--- config.mk ---
export PLATFORM = sky130hd
export DESIGN_NAME = rx_poll_seq
export DESIGN_NICKNAME = d
export VERILOG_FILES = /design/src/rtl/rx_poll_pkg.sv /design/src/rtl/rx_poll_dur.sv /design/src/rtl/rx_poll_timer.sv /design/src/rtl/rx_poll_fsm.sv /design/src/rtl/rx_poll_seq.sv
export SDC_FILE = /design/constraint.sdc
export NUM_CORES = 1
export LEC_CHECK = 0
export ABC_AREA = 1
export BUFFER_PORTS_ARGS = -buffer_cell sky130_fd_sc_hd__buf_2
export CAP_MARGIN = 20
export CORE_MARGIN = 8
export CORE_UTILIZATION = 65
export CTS_CLUSTER_SIZE = 12
export DETAILED_ROUTE_END_ITERATION = 8
export GPL_TIMING_DRIVEN = 0
export PLACE_DENSITY = 0.9
export SLEW_MARGIN = 20
export SYNTH_ARGS = -nofsm -noshare
export SYNTH_HDL_FRONTEND = slang
export SYNTH_HIERARCHICAL = 1
export SYNTH_SLANG_ARGS = --single-unit
export TNS_END_PERCENT = 10
--- constraint.sdc ---
create_clock -name clk -period 4.8 [get_ports clk]
set_input_delay 0.48 -clock clk [delete_from_list [all_inputs] [get_ports clk]]
set_output_delay 0.48 -clock clk [all_outputs]
set_load 0.05 [all_outputs]
--- src/rtl/rx_poll_pkg.sv ---
package rx_poll_pkg;
    typedef enum logic [2:0] {
        ST_IDLE    = 3'd0,
        ST_SLEEP   = 3'd1,
        ST_PLL_UP  = 3'd2,
        ST_SIG_UP  = 3'd3,
        ST_BIT_CHK = 3'd4,
        ST_RECEIVE = 3'd5
    } poll_state_e;
endpackage

--- src/rtl/rx_poll_dur.sv ---
module rx_poll_dur #(
    parameter int SLEEP_UNIT = 1024,
    parameter int PLL_HALF   = 1597,
    parameter int SP_R0      = 882,
    parameter int SP_R1      = 498,
    parameter int SP_R2      = 306,
    parameter int SP_R3      = 210,
    parameter int CW         = 20
) (
    input  logic [4:0]    cfg_sleep,
    input  logic          cfg_sleep_ext,
    input  logic [1:0]    cfg_baud,
    output logic [CW-1:0] sleep_half,
    output logic [CW-1:0] pll_half,
    output logic [CW-1:0] sig_half,
    output logic          sleep_zero
);
    localparam int NRANGE = 4;
    localparam int SP_TAB [NRANGE] = '{SP_R0, SP_R1, SP_R2, SP_R3};

    logic [CW-1:0] sig_tab [NRANGE];
    logic [CW-1:0] sleep_base;

    for (genvar g = 0; g < NRANGE; g++) begin : g_sig
        assign sig_tab[g] = CW'(2 * SP_TAB[g]);
    end

    always_comb begin
        sleep_base = CW'(cfg_sleep) * CW'(2 * SLEEP_UNIT);
        sleep_half = cfg_sleep_ext ? (sleep_base << 3) : sleep_base;
    end

    assign pll_half   = CW'(PLL_HALF);
    assign sig_half   = sig_tab[cfg_baud];
    assign sleep_zero = (cfg_sleep == 5'd0);
endmodule

--- src/rtl/rx_poll_timer.sv ---
module rx_poll_timer #(
    parameter int CW = 20
) (
    input  logic          clk,
    input  logic          rst,
    input  logic          load,
    input  logic [CW-1:0] load_val,
    output logic          expired
);
    logic [CW-1:0] cnt;

    always_ff @(posedge clk) begin
        if (rst) begin
            cnt <= '0;
        end else if (load) begin
            cnt <= load_val;
        end else if (cnt != '0) begin
            cnt <= cnt - 1'b1;
        end
    end

    assign expired = (cnt == '0);

    // a running count falls by one each cycle unless reloaded
    p_tick_down_r2: assert property (@(posedge clk) disable iff (rst)
        (!load && cnt != '0) |=> (cnt == $past(cnt) - 1'b1));
endmodule

--- src/rtl/rx_poll_fsm.sv ---
module rx_poll_fsm
    import rx_poll_pkg::*;
#(
    parameter int CW = 20
) (
    input  logic          clk,
    input  logic          rst,
    input  logic          start_poll,
    input  logic          idle_cmd,
    input  logic          cfg_hold_rx,
    input  logic          chk_pass,
    input  logic          chk_fail,
    input  logic          demod_in,
    input  logic [CW-1:0] sleep_half,
    input  logic [CW-1:0] pll_half,
    input  logic [CW-1:0] sig_half,
    input  logic          sleep_zero,
    input  logic          t_expired,
    output logic          t_load,
    output logic [CW-1:0] t_val,
    output poll_state_e   state,
    output logic          rx_active,
    output logic          en_pll,
    output logic          en_sigproc,
    output logic          en_bitchk,
    output logic          data_out_en,
    output logic          clk_out_en,
    output logic          hold_rx,
    output logic          data_out
);
    poll_state_e state_nx;
    logic        set_bits;
    logic        clr_bits;
    logic        take_hold;

    always_comb begin
        state_nx  = state;
        t_load    = 1'b0;
        t_val     = '0;
        set_bits  = 1'b0;
        clr_bits  = 1'b0;
        take_hold = 1'b0;
        if (idle_cmd && state != ST_IDLE) begin
            state_nx = ST_IDLE;
            clr_bits = 1'b1;
        end else begin
            unique case (state)
                ST_IDLE: begin
                    if (start_poll) begin
                        take_hold = 1'b1;
                        t_load    = 1'b1;
                        if (sleep_zero) begin
                            state_nx = ST_PLL_UP;
                            t_val    = pll_half - 1'b1;
                        end else begin
                            state_nx = ST_SLEEP;
                            t_val    = sleep_half - 1'b1;
                        end
                    end
                end
                ST_SLEEP: begin
                    if (t_expired) begin
                        state_nx = ST_PLL_UP;
                        t_load   = 1'b1;
                        t_val    = pll_half - 1'b1;
                    end
                end
                ST_PLL_UP: begin
                    if (t_expired) begin
                        state_nx = ST_SIG_UP;
                        t_load   = 1'b1;
                        t_val    = sig_half - 1'b1;
                    end
                end
                ST_SIG_UP: begin
                    if (t_expired) begin
                        state_nx = ST_BIT_CHK;
                    end
                end
                ST_BIT_CHK: begin
                    if (chk_pass) begin
                        state_nx = ST_RECEIVE;
                        set_bits = 1'b1;
                    end else if (chk_fail && !hold_rx && !sleep_zero) begin
                        state_nx = ST_SLEEP;
                        t_load   = 1'b1;
                        t_val    = sleep_half - 1'b1;
                    end
                end
                ST_RECEIVE: begin
                    state_nx = ST_RECEIVE;
                end
                default: begin
                    state_nx = ST_IDLE;
                end
            endcase
        end
    end

    always_ff @(posedge clk) begin
        if (rst) begin
            state       <= ST_IDLE;
            data_out_en <= 1'b0;
            clk_out_en  <= 1'b0;
            hold_rx     <= 1'b0;
        end else begin
            state <= state_nx;
            if (clr_bits) begin
                data_out_en <= 1'b0;
                clk_out_en  <= 1'b0;
                hold_rx     <= 1'b0;
            end else if (set_bits) begin
                data_out_en <= 1'b1;
                clk_out_en  <= 1'b1;
                hold_rx     <= 1'b1;
            end else if (take_hold) begin
                hold_rx <= cfg_hold_rx;
            end
        end
    end

    always_comb begin
        rx_active  = 1'b0;
        en_pll     = 1'b0;
        en_sigproc = 1'b0;
        en_bitchk  = 1'b0;
        data_out   = 1'b0;
        unique case (state)
            ST_IDLE, ST_SLEEP: begin
                rx_active = 1'b0;
            end
            ST_PLL_UP: begin
                rx_active = 1'b1;
                en_pll    = 1'b1;
            end
            ST_SIG_UP: begin
                rx_active  = 1'b1;
                en_pll     = 1'b1;
                en_sigproc = 1'b1;
            end
            ST_BIT_CHK: begin
                rx_active  = 1'b1;
                en_pll     = 1'b1;
                en_sigproc = 1'b1;
                en_bitchk  = 1'b1;
            end
            ST_RECEIVE: begin
                rx_active  = 1'b1;
                en_pll     = 1'b1;
                en_sigproc = 1'b1;
                data_out   = demod_in & data_out_en;
            end
            default: begin
                rx_active = 1'b0;
            end
        endcase
    end

    p_sleep_quiet_r2: assert property (@(posedge clk) disable iff (rst)
        (state == ST_SLEEP) |-> (!rx_active && !en_pll && !en_sigproc && !en_bitchk));

    p_pass_rx_r5: assert property (@(posedge clk) disable iff (rst)
        (state == ST_BIT_CHK && chk_pass && !idle_cmd)
        |=> (state == ST_RECEIVE && data_out_en && clk_out_en && hold_rx));

    p_fail_sleep_r6: assert property (@(posedge clk) disable iff (rst)
        (state == ST_BIT_CHK && chk_fail && !chk_pass && !idle_cmd && !hold_rx && !sleep_zero)
        |=> (state == ST_SLEEP));

    p_fail_stay_r7: assert property (@(posedge clk) disable iff (rst)
        (state == ST_BIT_CHK && chk_fail && !chk_pass && !idle_cmd && (hold_rx || sleep_zero))
        |=> (state == ST_BIT_CHK));

    p_rx_hold_r8: assert property (@(posedge clk) disable iff (rst)
        (state == ST_RECEIVE && !idle_cmd) |=> (state == ST_RECEIVE));

    p_idle_cmd_r9: assert property (@(posedge clk) disable iff (rst)
        idle_cmd |=> (state == ST_IDLE && !data_out_en && !clk_out_en && !hold_rx));
endmodule

--- src/rtl/rx_poll_seq.sv ---
module rx_poll_seq
    import rx_poll_pkg::*;
#(
    parameter int SLEEP_UNIT = 1024,
    parameter int PLL_HALF   = 1597,
    parameter int SP_R0      = 882,
    parameter int SP_R1      = 498,
    parameter int SP_R2      = 306,
    parameter int SP_R3      = 210
) (
    input  logic       clk,
    input  logic       rst,
    input  logic       start_poll,
    input  logic       idle_cmd,
    input  logic [4:0] cfg_sleep,
    input  logic       cfg_sleep_ext,
    input  logic [1:0] cfg_baud,
    input  logic       cfg_hold_rx,
    input  logic       chk_pass,
    input  logic       chk_fail,
    input  logic       demod_in,
    output logic [2:0] state_o,
    output logic       rx_active,
    output logic       en_pll,
    output logic       en_sigproc,
    output logic       en_bitchk,
    output logic       data_out_en,
    output logic       clk_out_en,
    output logic       hold_rx,
    output logic       data_out
);
    localparam int SLEEP_W = 5 + $clog2(SLEEP_UNIT) + 5;
    localparam int CW      = (SLEEP_W > 16) ? SLEEP_W : 16;

    logic [CW-1:0] sleep_half;
    logic [CW-1:0] pll_half;
    logic [CW-1:0] sig_half;
    logic          sleep_zero;
    logic          t_load;
    logic [CW-1:0] t_val;
    logic          t_expired;
    poll_state_e   state;

    rx_poll_dur #(
        .SLEEP_UNIT (SLEEP_UNIT),
        .PLL_HALF   (PLL_HALF),
        .SP_R0      (SP_R0),
        .SP_R1      (SP_R1),
        .SP_R2      (SP_R2),
        .SP_R3      (SP_R3),
        .CW         (CW)
    ) i_dur (
        .cfg_sleep     (cfg_sleep),
        .cfg_sleep_ext (cfg_sleep_ext),
        .cfg_baud      (cfg_baud),
        .sleep_half    (sleep_half),
        .pll_half      (pll_half),
        .sig_half      (sig_half),
        .sleep_zero    (sleep_zero)
    );

    rx_poll_timer #(.CW(CW)) i_timer (
        .clk      (clk),
        .rst      (rst),
        .load     (t_load),
        .load_val (t_val),
        .expired  (t_expired)
    );

    rx_poll_fsm #(.CW(CW)) i_fsm (
        .clk         (clk),
        .rst         (rst),
        .start_poll  (start_poll),
        .idle_cmd    (idle_cmd),
        .cfg_hold_rx (cfg_hold_rx),
        .chk_pass    (chk_pass),
        .chk_fail    (chk_fail),
        .demod_in    (demod_in),
        .sleep_half  (sleep_half),
        .pll_half    (pll_half),
        .sig_half    (sig_half),
        .sleep_zero  (sleep_zero),
        .t_expired   (t_expired),
        .t_load      (t_load),
        .t_val       (t_val),
        .state       (state),
        .rx_active   (rx_active),
        .en_pll      (en_pll),
        .en_sigproc  (en_sigproc),
        .en_bitchk   (en_bitchk),
        .data_out_en (data_out_en),
        .clk_out_en  (clk_out_en),
        .hold_rx     (hold_rx),
        .data_out    (data_out)
    );

    assign state_o = state;
endmodule

Word level (Yosys, flattened, before mapping)
Index checks and enable logic that the tools add are counted.
Widths: inputs -> output; s select.

storage, ports and cells
  register bits = 25
  output and inout bits = 11

cells by class
  equal/unequal tests = 10
  magnitude comparators = 1
  bitwise gates (word level) = 2
  add/sub/neg operators = 3
  reductions and logical operators = 18
  multiplexer cells = 40

operator list
  operator               count
  $mux 20                10
  $pmux 20 s4            1
  $bmux 20 s2            1
  $sub 20x1->20 const B  2
  $logic_not 20->1       1
  $reduce_bool 20->1     1
  $sub 19x1->20 const B  1
  $mux 19                1
  $mux 3                 6
  $pmux 3 s6             1
  $mux 1                 17
  $mux 11                1
  $eq 3x2->1 const B     2
  $eq 3x3->1 const B     2
  $ne 2x1->1 const B     3
  $reduce_or 2->1        3
  $logic_not 5->1        1
  $reduce_and 5->1       1
  $reduce_bool 2->1      2
  $reduce_or 4->1        1
  $eq 3x1->1 const B     1
  $ge 3x3->1 const B     1
  $logic_and 1x1->1      3
  $logic_not 3->1        1
  9 further kinds        10

Depth between registers and ports, before layout
Gate-level depths: netlist of the first run.

  word-level depth = 9
  depth in mapped cells = 16

Modules after synthesis
Netlist of the first run, hierarchy kept.

modules (own cells, without submodules)
  module         sequential area each (um^2)  area each (um^2)  instances  cells an instance
  rx_poll_fsm    100.1                        2384.8            1          488
  rx_poll_timer  400.4                        1353.8            1          194
  rx_poll_dur    0.0                          496.7             1          78

Least setup slack after synthesis of the first run
Ideal clock, no wire load.

  path type = reg2out
  start = register i_fsm.state[0]
  end = output rx_active
  slack = 2413 ps
  path buffers = 1
  stages on the path, launching flop included = 6
  data arrival time = 1907 ps
  required time = 4320 ps
  cell sequence = dfxtp_1 > inv_1 > nor3_1 > inv_1 > nand3_1 > buf_4

on the way
  word-level cells in the longest chain between the ends = 3
  elaborated cells between the ends (all ways) = 6

RTL lines
  item                                             RTL line            text
  start: declaration                               rx_poll_fsm.sv:21   output poll_state_e state,
  start signal: assignment                         rx_poll_fsm.sv:107  state <= state_nx;
  $eq 3x2->1 / $eq 3x3->1 (equally long branches)  -
  $reduce_or 4->1 (no source line) *               -
  $mux 1 *                                         -
  end: declaration                                 rx_poll_seq.sv:23   output logic rx_active,

Every way passes the cells marked *; elsewhere a longest branch is shown, timed or not.

Worst setup path in the final report of the first run
  start = register i_timer.cnt[10]
  end = register i_timer.cnt[16]

on the way
  word-level cells in the longest chain between the ends = 5
  elaborated cells between the ends (all ways) = 12

RTL lines
  item                                                 RTL line                              text
  start: declaration                                   rx_poll_timer.sv:10                   logic [CW-1:0] cnt;
  start signal: assignment                             rx_poll_timer.sv:16                   cnt <= load_val;
  start signal: assignment                             rx_poll_timer.sv:18                   cnt <= cnt - 1'b1;
  $logic_not 20->1 *                                   rx_poll_timer.sv:22                   assign expired = (cnt == '0);
  net t_expired                                        rx_poll_seq.sv:41                     logic t_expired;
  $mux 1 *                                             rx_poll_fsm.sv:62, rx_poll_fsm.sv:69
  $pmux 1 s3 *                                         rx_poll_fsm.sv:47                     unique case (state)
  $mux 1 *                                             rx_poll_fsm.sv:43                     if (idle_cmd && state != ST_IDLE) begin
  net t_load                                           rx_poll_seq.sv:39                     logic t_load;
  $mux 20 / $reduce_bool 2->1 (equally long branches)  -

The timed path passes the listed nets; every way through them passes the cells marked *. The select of a mux whose other input is x is not followed.
A chain may end at the register's enable or synchronous reset.

==> metrics, run 1 <==
minimum clock period=2.741 ns; Detail Route Antenna Nets=0; kind of critical path=reg2reg; final setup fails=0; Yosys reg bits=25; die area=just over 0.009 sq mm; critical path launch point type=flop; switching pwr=approximately 0.0014 W; Finished Layout Cells=911; fin. max-slew vios=0; Worst Hold Class=reg2reg; status=complete, no violations; initial antenna violation count=0; core area=roughly 0.0063 sq mm; die extent in x=96.72 microns; Clock Latency Late Sink=around 0.27 ns; Cell Pwr Density=between 500 and 600 mW/mm^2; DPL Wire Length=between 8000 and 9000 microns; FFs w/ async S/R, synth=0%; cell mode on critical path=nand2_1; skew final=0.002518 ns; peak supply drop=0.0006128 V; Ys Warns=6; layout cells sized above 1=19.90%; final WL=around 11000 microns; dpl cell area=0.004626 sq mm; Hold Startpoint=i_timer/cnt[0]; Synth Cell Area=around 0.0042 sq mm; Synth Instances=760; Final Hold Fails=0; max-cap violation count=0; CTS Buf Count=3; Peak Freq=between 0.3 and 0.4 GHz; WL/cell=between 10 and 15 microns; Critical Path AT=2.94 ns; initial DRC count=around 260; Clock Tree Root=clkbuf_8; Slowest Stage Delay on Critical Path=around 0.40 ns; Post-synth EDFFs=0; via count=roughly 4700; CTS tree=yes; Required @ worst endpoint=5.00 ns; gr usage total=21.87%; chip height=96.72 microns; RR Startpoint=i_timer/cnt[10]; # placed instances=between 900 and 1000; Initial Util=between 60% and 70%; post-synth top area share=16.66%; via-per-instance ratio=5.200; RSZ-0062 raised after global routing=no; crit path max fanout=10; Comb pwr share=between 70 and 80%; Worst setup EP type=flop; Main synth FF type=dfxtp_1; Setup TNS Final=0 ns; final worst-path cycle share=between 50% and 60%; Worst slew margin=between 50% and 60%; Netlist cell types=45; Port-buffer cells=25; area leader, netlist=nand2_1; global route overflow=0; Worst Max-Slew Pin Slew=between 0.6 and 0.7 ns; post-CTS sizing=0; fin worst setup slack=a little over 2 ns; first-pass GRT wire length=~18000 microns; crit-path cells=nor2_2 > nand2_1 > nor2_4 > nand3_4 > inv_1 > nand4_2 > a41oi_1 > buf_2 > buf_1 > nand2_1 > a21oi_1; Max clock buf depth=2; GP Congestion=between 0.9 and 1; Post-Place Setup Slack=2.115 ns; postcts setup bufs=0; crit path from=i_timer/cnt[10]; row count=29; internal power=between 0.0009 and 0.001 W; Ports=27; largest net degree at the start of global routing=15; Synth Area per Inst=~5.6 sq um; htree depth=1; clock power share=5.3%; Synth area leaders=nand2_1, dfxtp_1, nand3_1; Sw Share=58.36%; fraction of the yosys area taken by sequential cells=11.82%; Pre-antenna DRT Iters=5; CTS clk-pin slew, worst paths=~0.090 ns; final instance area=about 0.0047 sq mm; Final nets=856; DRC=0; P&R area growth vs syn=10.31%; Leak=around 2.5 nW; Sink Count=25; number of global-route vias before repair=about 4300; Diodes inserted=0; hold-fix buffers at CTS=0; slowest CP cell=a41oi_1; Reg power frac=16.3%
==> cells by family after synthesis <==
logic type      after synthesis  share of synthesized area (%)
buf+inv                     169                          20.80
other cells                   2                         0.1773
compound gates               64                          9.956
flops                        25                          11.82
simple gates                474                          51.43
fa+ha+maj                     5                          1.477
xor+xnor                     21                          4.343
==> power by group through the flow <==
| stage | Sequential (W) | Clock (W) | Combinational (W) |
|---|---|---|---|
| finish | 0.000386 | 0.000125 | 0.00185 |
| global route | 0.000396 | 0.000134 | 0.00203 |
| CTS | 0.000383 | 0.000129 | 0.00180 |
| detailed placement | 0.000387 | 0 | 0.00178 |
| global placement | 0.000383 | 0 | 0.00172 |
| floorplan | 0.000417 | 0 | 0.00143 |
==> cell type report <==
class | instances | area, sq um
well taps | 77 | 96.34
inverters | 106 | 400.4
clock buffers | 3 | 41.29
fillers | 594 | 1642
plain buffers | 63 | 480.5
flip-flops and latches | 25 | 500.5
clock inverters | 1 | 5.005
multi-input cells | 611 | 3023
repair buffers | 25 | 125.1
==> sequential cells by signal (all words and copies together), names as in the netlist <==
| signal | flops |
|---|---|
| i_timer/cnt | 20 |
| i_fsm/state | 3 |
| i_fsm/clk_out_en | 1 |
| i_fsm/hold_rx | 1 |
==> Yosys cell counts (9+ instances only) <==
library cell and instances:
nor2_4 9, buf_4 53, nor2_2 12, nand3_1 93
inv_1 98, nor2_1 114, o21ai_0 12, dfxtp_1 25
nand4_1 12, a21oi_2 11, nand2_2 18, xor2_1 14
a21oi_1 18, nand2_1 188
==> critical path, delay by kind of cell, from the launching register on <==
family / cells / cell delay, ns
AO/OA/AOI/OAI: 2 / 0.56
buffers and inverters: 3 / 0.77
AND/OR/NAND/NOR: 6 / 0.98
flip-flops: 1 / 0.34
==> cells in the final DEF (no fill, tap or decap), types with 2 or more instances in the layout <==
master and instances:
and2_1 2, conb_1 47, dfxtp_1 25, ha_1 5, inv_1 98, nand4_1 12
xnor2_1 7, buf_4 53, buf_6 4, nand3_2 3, xor2_1 14, o21ai_2 2
nand3b_1 3, nand3_1 93, a21oi_2 11, nor2_2 12, o21ai_1 4, a21o_1 3
nand2_4 3, o21bai_1 4, a21oi_1 18, nand2_2 18, nor3_1 7, nand2_1 188
buf_2 28, clkbuf_8 3, inv_2 7, nor2_1 114, o211ai_1 4, or2_2 6
nor2_4 9, o21ai_0 12
==> per-stage QoR <==
| step | power (W) | utilization [%] | hold WS [ns] |
|---|---|---|---|
| floorplan | 0.001849 | - | 0.4747 |
| global placement | 0.002101 | 73.27 | 0.4819 |
| detailed placement | 0.002169 | 73.27 | 0.4897 |
| CTS | 0.002316 | 74.00 | 0.5056 |
| global route | 0.002557 | 74.00 | 0.5232 |
| finish | 0.002362 | 74.00 | 0.5013 |
==> layer usage <==
layer | global-route usage, % | share of wire [%] | vias to the layer above
li1 | - | - | 2442
met1 | 25.62 | 42 | 2089
met2 | 38.13 | 48 | 158
met3 | 2.489 | 5.9 | 48
met4 | 11.24 | 4.3 | 0
met5 | 0 | 0 | -
==> final timing paths <==
path	end	slack, ns	cells past startpoint
hold reg to reg	i_timer/cnt[0]	0.50	2
hold / removal	i_timer/cnt[0]	0.50	2
setup reg to reg	i_timer/cnt[16]	2.06	11
setup / recovery	i_timer/cnt[16]	2.06	11
No activity file was read; power rests on OpenSTA's default activity.
==> inputs of run 2 (changes only) <==
--- a/config.mk
+++ b/config.mk
@@ -9,11 +9,11 @@
 export BUFFER_PORTS_ARGS = -buffer_cell sky130_fd_sc_hd__buf_2
 export CAP_MARGIN = 20
 export CORE_MARGIN = 8
-export CORE_UTILIZATION = 65
+export CORE_UTILIZATION = 57
 export CTS_CLUSTER_SIZE = 12
 export DETAILED_ROUTE_END_ITERATION = 8
 export GPL_TIMING_DRIVEN = 0
-export PLACE_DENSITY = 0.9
+export PLACE_DENSITY = 0.84
 export SLEW_MARGIN = 20
 export SYNTH_ARGS = -nofsm -noshare
 export SYNTH_HDL_FRONTEND = slang
==> constraint.sdc (replaced) <==
create_clock -name clk -period 2.46 [get_ports clk]
set_input_delay 0.246 -clock clk [delete_from_list [all_inputs] [get_ports clk]]
set_output_delay 0.246 -clock clk [all_outputs]
set_load 0.05 [all_outputs]
==> run 2 against run 1 <==
Net effect:
- die area is 12% higher
- clock skew is 0.0083 ns higher
- via count shrank 0.84%
- flip-flop and latch count is the same
- count of clock-buffer cells in the layout unchanged
- design area rose by 1.4%
- global-route usage decreased by 0.62 points
- maximum frequency increased by 22%
- largest cell class unchanged
- highest routed layer unchanged
==> metrics, run 2 (same netlist as run 1, synthesis figures left out) <==
status=complete, no violations; internal power=0.001946 W (+98%); DPL Wire Length=8850 microns (about the same); most frequent cells in the layout=nand2_1, nor2_1, inv_1; htree depth=1 (unchanged); Util after Layout=65.66% (-8.3 points); biggest regs=i_timer/cnt x20, i_fsm/state x3; Ports=27 (unchanged); final WL=10880 microns (+1.7%); kind of critical path=reg2reg; Initial Util=58.71% (-8.4 points); crit path max fanout=10 (unchanged); dpl cell area=0.004653 sq mm (+0.59%); Clock Tree Root=clkbuf_8; RSZ-0062 raised after global routing=no; CTS Buf Count=3 (unchanged); P&R area growth vs syn=11.85%; initial DRC count=299 (+14%); Largest register FFs=20 (unchanged); initial antenna violation count=0 (unchanged); chip height=102.2 microns (+5.7%); DRC=0 (unchanged); CTS clk-pin slew, worst paths=0.10 ns (about the same); Sw Share=57.86% (-0.50 points); Cell Pwr Density=974.7 mW/mm^2 (+93%); CTS tree=yes; Worst Hold Class=in2reg; WL/cell=11.65 microns (-0.81%); largest net degree at the start of global routing=16 (+1); first-pass GRT wire length=18170 microns (+0.30%); Peak Freq=0.4461 GHz (+22%); gr usage total=21.26% (-0.62 points); Port-buffer cells=25 (unchanged); Detail Route Antenna Nets=0 (unchanged); peak supply drop=0.0004957 V (-19%); number of global-route vias before repair=4212 (-1.5%); Leak=2.506 nW (-0.64%); Worst slew margin=61.24% (+6.0 points); Most flops, register=i_timer/cnt; die extent in x=102.2 microns (+5.7%); Diodes inserted=0 (unchanged); critical path launch point type=flop; Clock Latency Late Sink=0.28 ns (about the same); hold-fix buffers at CTS=0 (unchanged); Final nets=857 (+0.12%); Comb pwr share=77.7% (-0.7 points); Required @ worst endpoint=2.66 ns (-2.34 ns); minimum clock period=2.242 ns (-0.4991 ns); skew final=0.01083 ns (+0.008312 ns); layout cells sized above 1=20.48% (+0.57 points); GP Congestion=0.9325 (-2.3%); Max clock buf depth=2 (unchanged); Reg power frac=16.7% (+0.4 points); global route overflow=0 (unchanged); Final Hold Fails=0 (unchanged); final instance area=0.004737 sq mm (+1.4%); Pre-antenna DRT Iters=5 (unchanged); Critical Path AT=2.44 ns (-0.50 ns); clock power share=5.5% (+0.2 points); Worst setup EP type=flop; via count=4697 (-0.84%); final worst-path cycle share=91.13% (+34 points); switching pwr=0.002672 W (+94%); most common cell after layout, fill and taps aside=nand2_1; core area=0.007214 sq mm (+14%); max-cap violation count=0 (unchanged); die area=0.01044 sq mm (+12%); fin. max-slew vios=0 (unchanged); Worst Max-Slew Pin Slew=0.5814 ns (-0.09016 ns); row count=31 (+6.9%); Sink Count=25 (unchanged); final setup fails=0 (unchanged); via-per-instance ratio=5.029 (-3.3%)
[run 2: critical path, cell delays in order (launching register included)]
cell and delay (ns):
dfxtp_1 0.34, nor2_2 0.12, nand2_1 0.14, nor2_4 0.20
nand3_4 0.13, inv_2 0.12, nand4_4 0.18, inv_4 0.15
buf_4 0.19, a22oi_1 0.10, a21oi_1 0.20, o21ai_0 0.12
nor3_1 0.18
[run 2: routing by layer]
layer	track usage, %	wire length [microns]
met1	25.21	4668
met2	38.48	5258
met3	1.703	643
met4	8.239	309
met5	0	0
[run 2: per-stage QoR]
| step | instances | setup TNS, ns | hold slack (ns) | setup slack (ns) | power [W] |
|---|---|---|---|---|---|
| after floorplan | 805 | 0 | 0.4343 | 0.2155 | 0.003608 |
| after global placement | 929 | -1.419 | 0.4820 | -0.1510 | 0.004121 |
| after detailed placement | 929 | -1.858 | 0.4938 | -0.2025 | 0.004200 |
| after CTS | 933 | 0 | 0.2911 | 0.04314 | 0.004515 |
| after global routing | 934 | 0 | 0.3248 | 0.02961 | 0.005023 |
| final | 934 | 0 | 0.2997 | 0.2183 | 0.004617 |
[run 2: cell type report]
type,instances,area [sq um]
Buffer,63,484.2
Clock buffer,3,41.29
Clock inverter,1,7.507
Fill cell,709,2477
Inverter,106,402.9
Multi-Input combinational cell,611,3044
Sequential cell,25,500.5
Tap cell,99,123.9
Timing Repair Buffer,26,132.6
[run 2: final timing paths]
check,from,end,slack [ns],depth (start not counted)
worst max-delay path,i_timer/cnt[10],i_timer/cnt[0],0.22,12
worst min-delay path,cfg_hold_rx,i_fsm/hold_rx,0.30,5
worst max register to register,i_timer/cnt[10],i_timer/cnt[0],0.22,12
worst min register to register,i_fsm/clk_out_en,i_fsm/clk_out_en,0.52,1
[run 2: power groups by stage]
stage | sequential [W] | combinational [W] | clock (W)
floorplan | 0.000813 | 0.00279 | 0
global placement | 0.000751 | 0.00337 | 0
detailed placement | 0.000761 | 0.00344 | 0
CTS | 0.000755 | 0.00350 | 0.000260
global route | 0.000784 | 0.00397 | 0.000272
finish | 0.000773 | 0.00359 | 0.000256
[run 2: repair_timing]
item | 4_1_cts | 5_1_grt
gates resized for setup | 3 | 5
endpoints found under the setup margin | 12 | 14
setup buffers | 0 | 1
pin swaps | 0 | 2
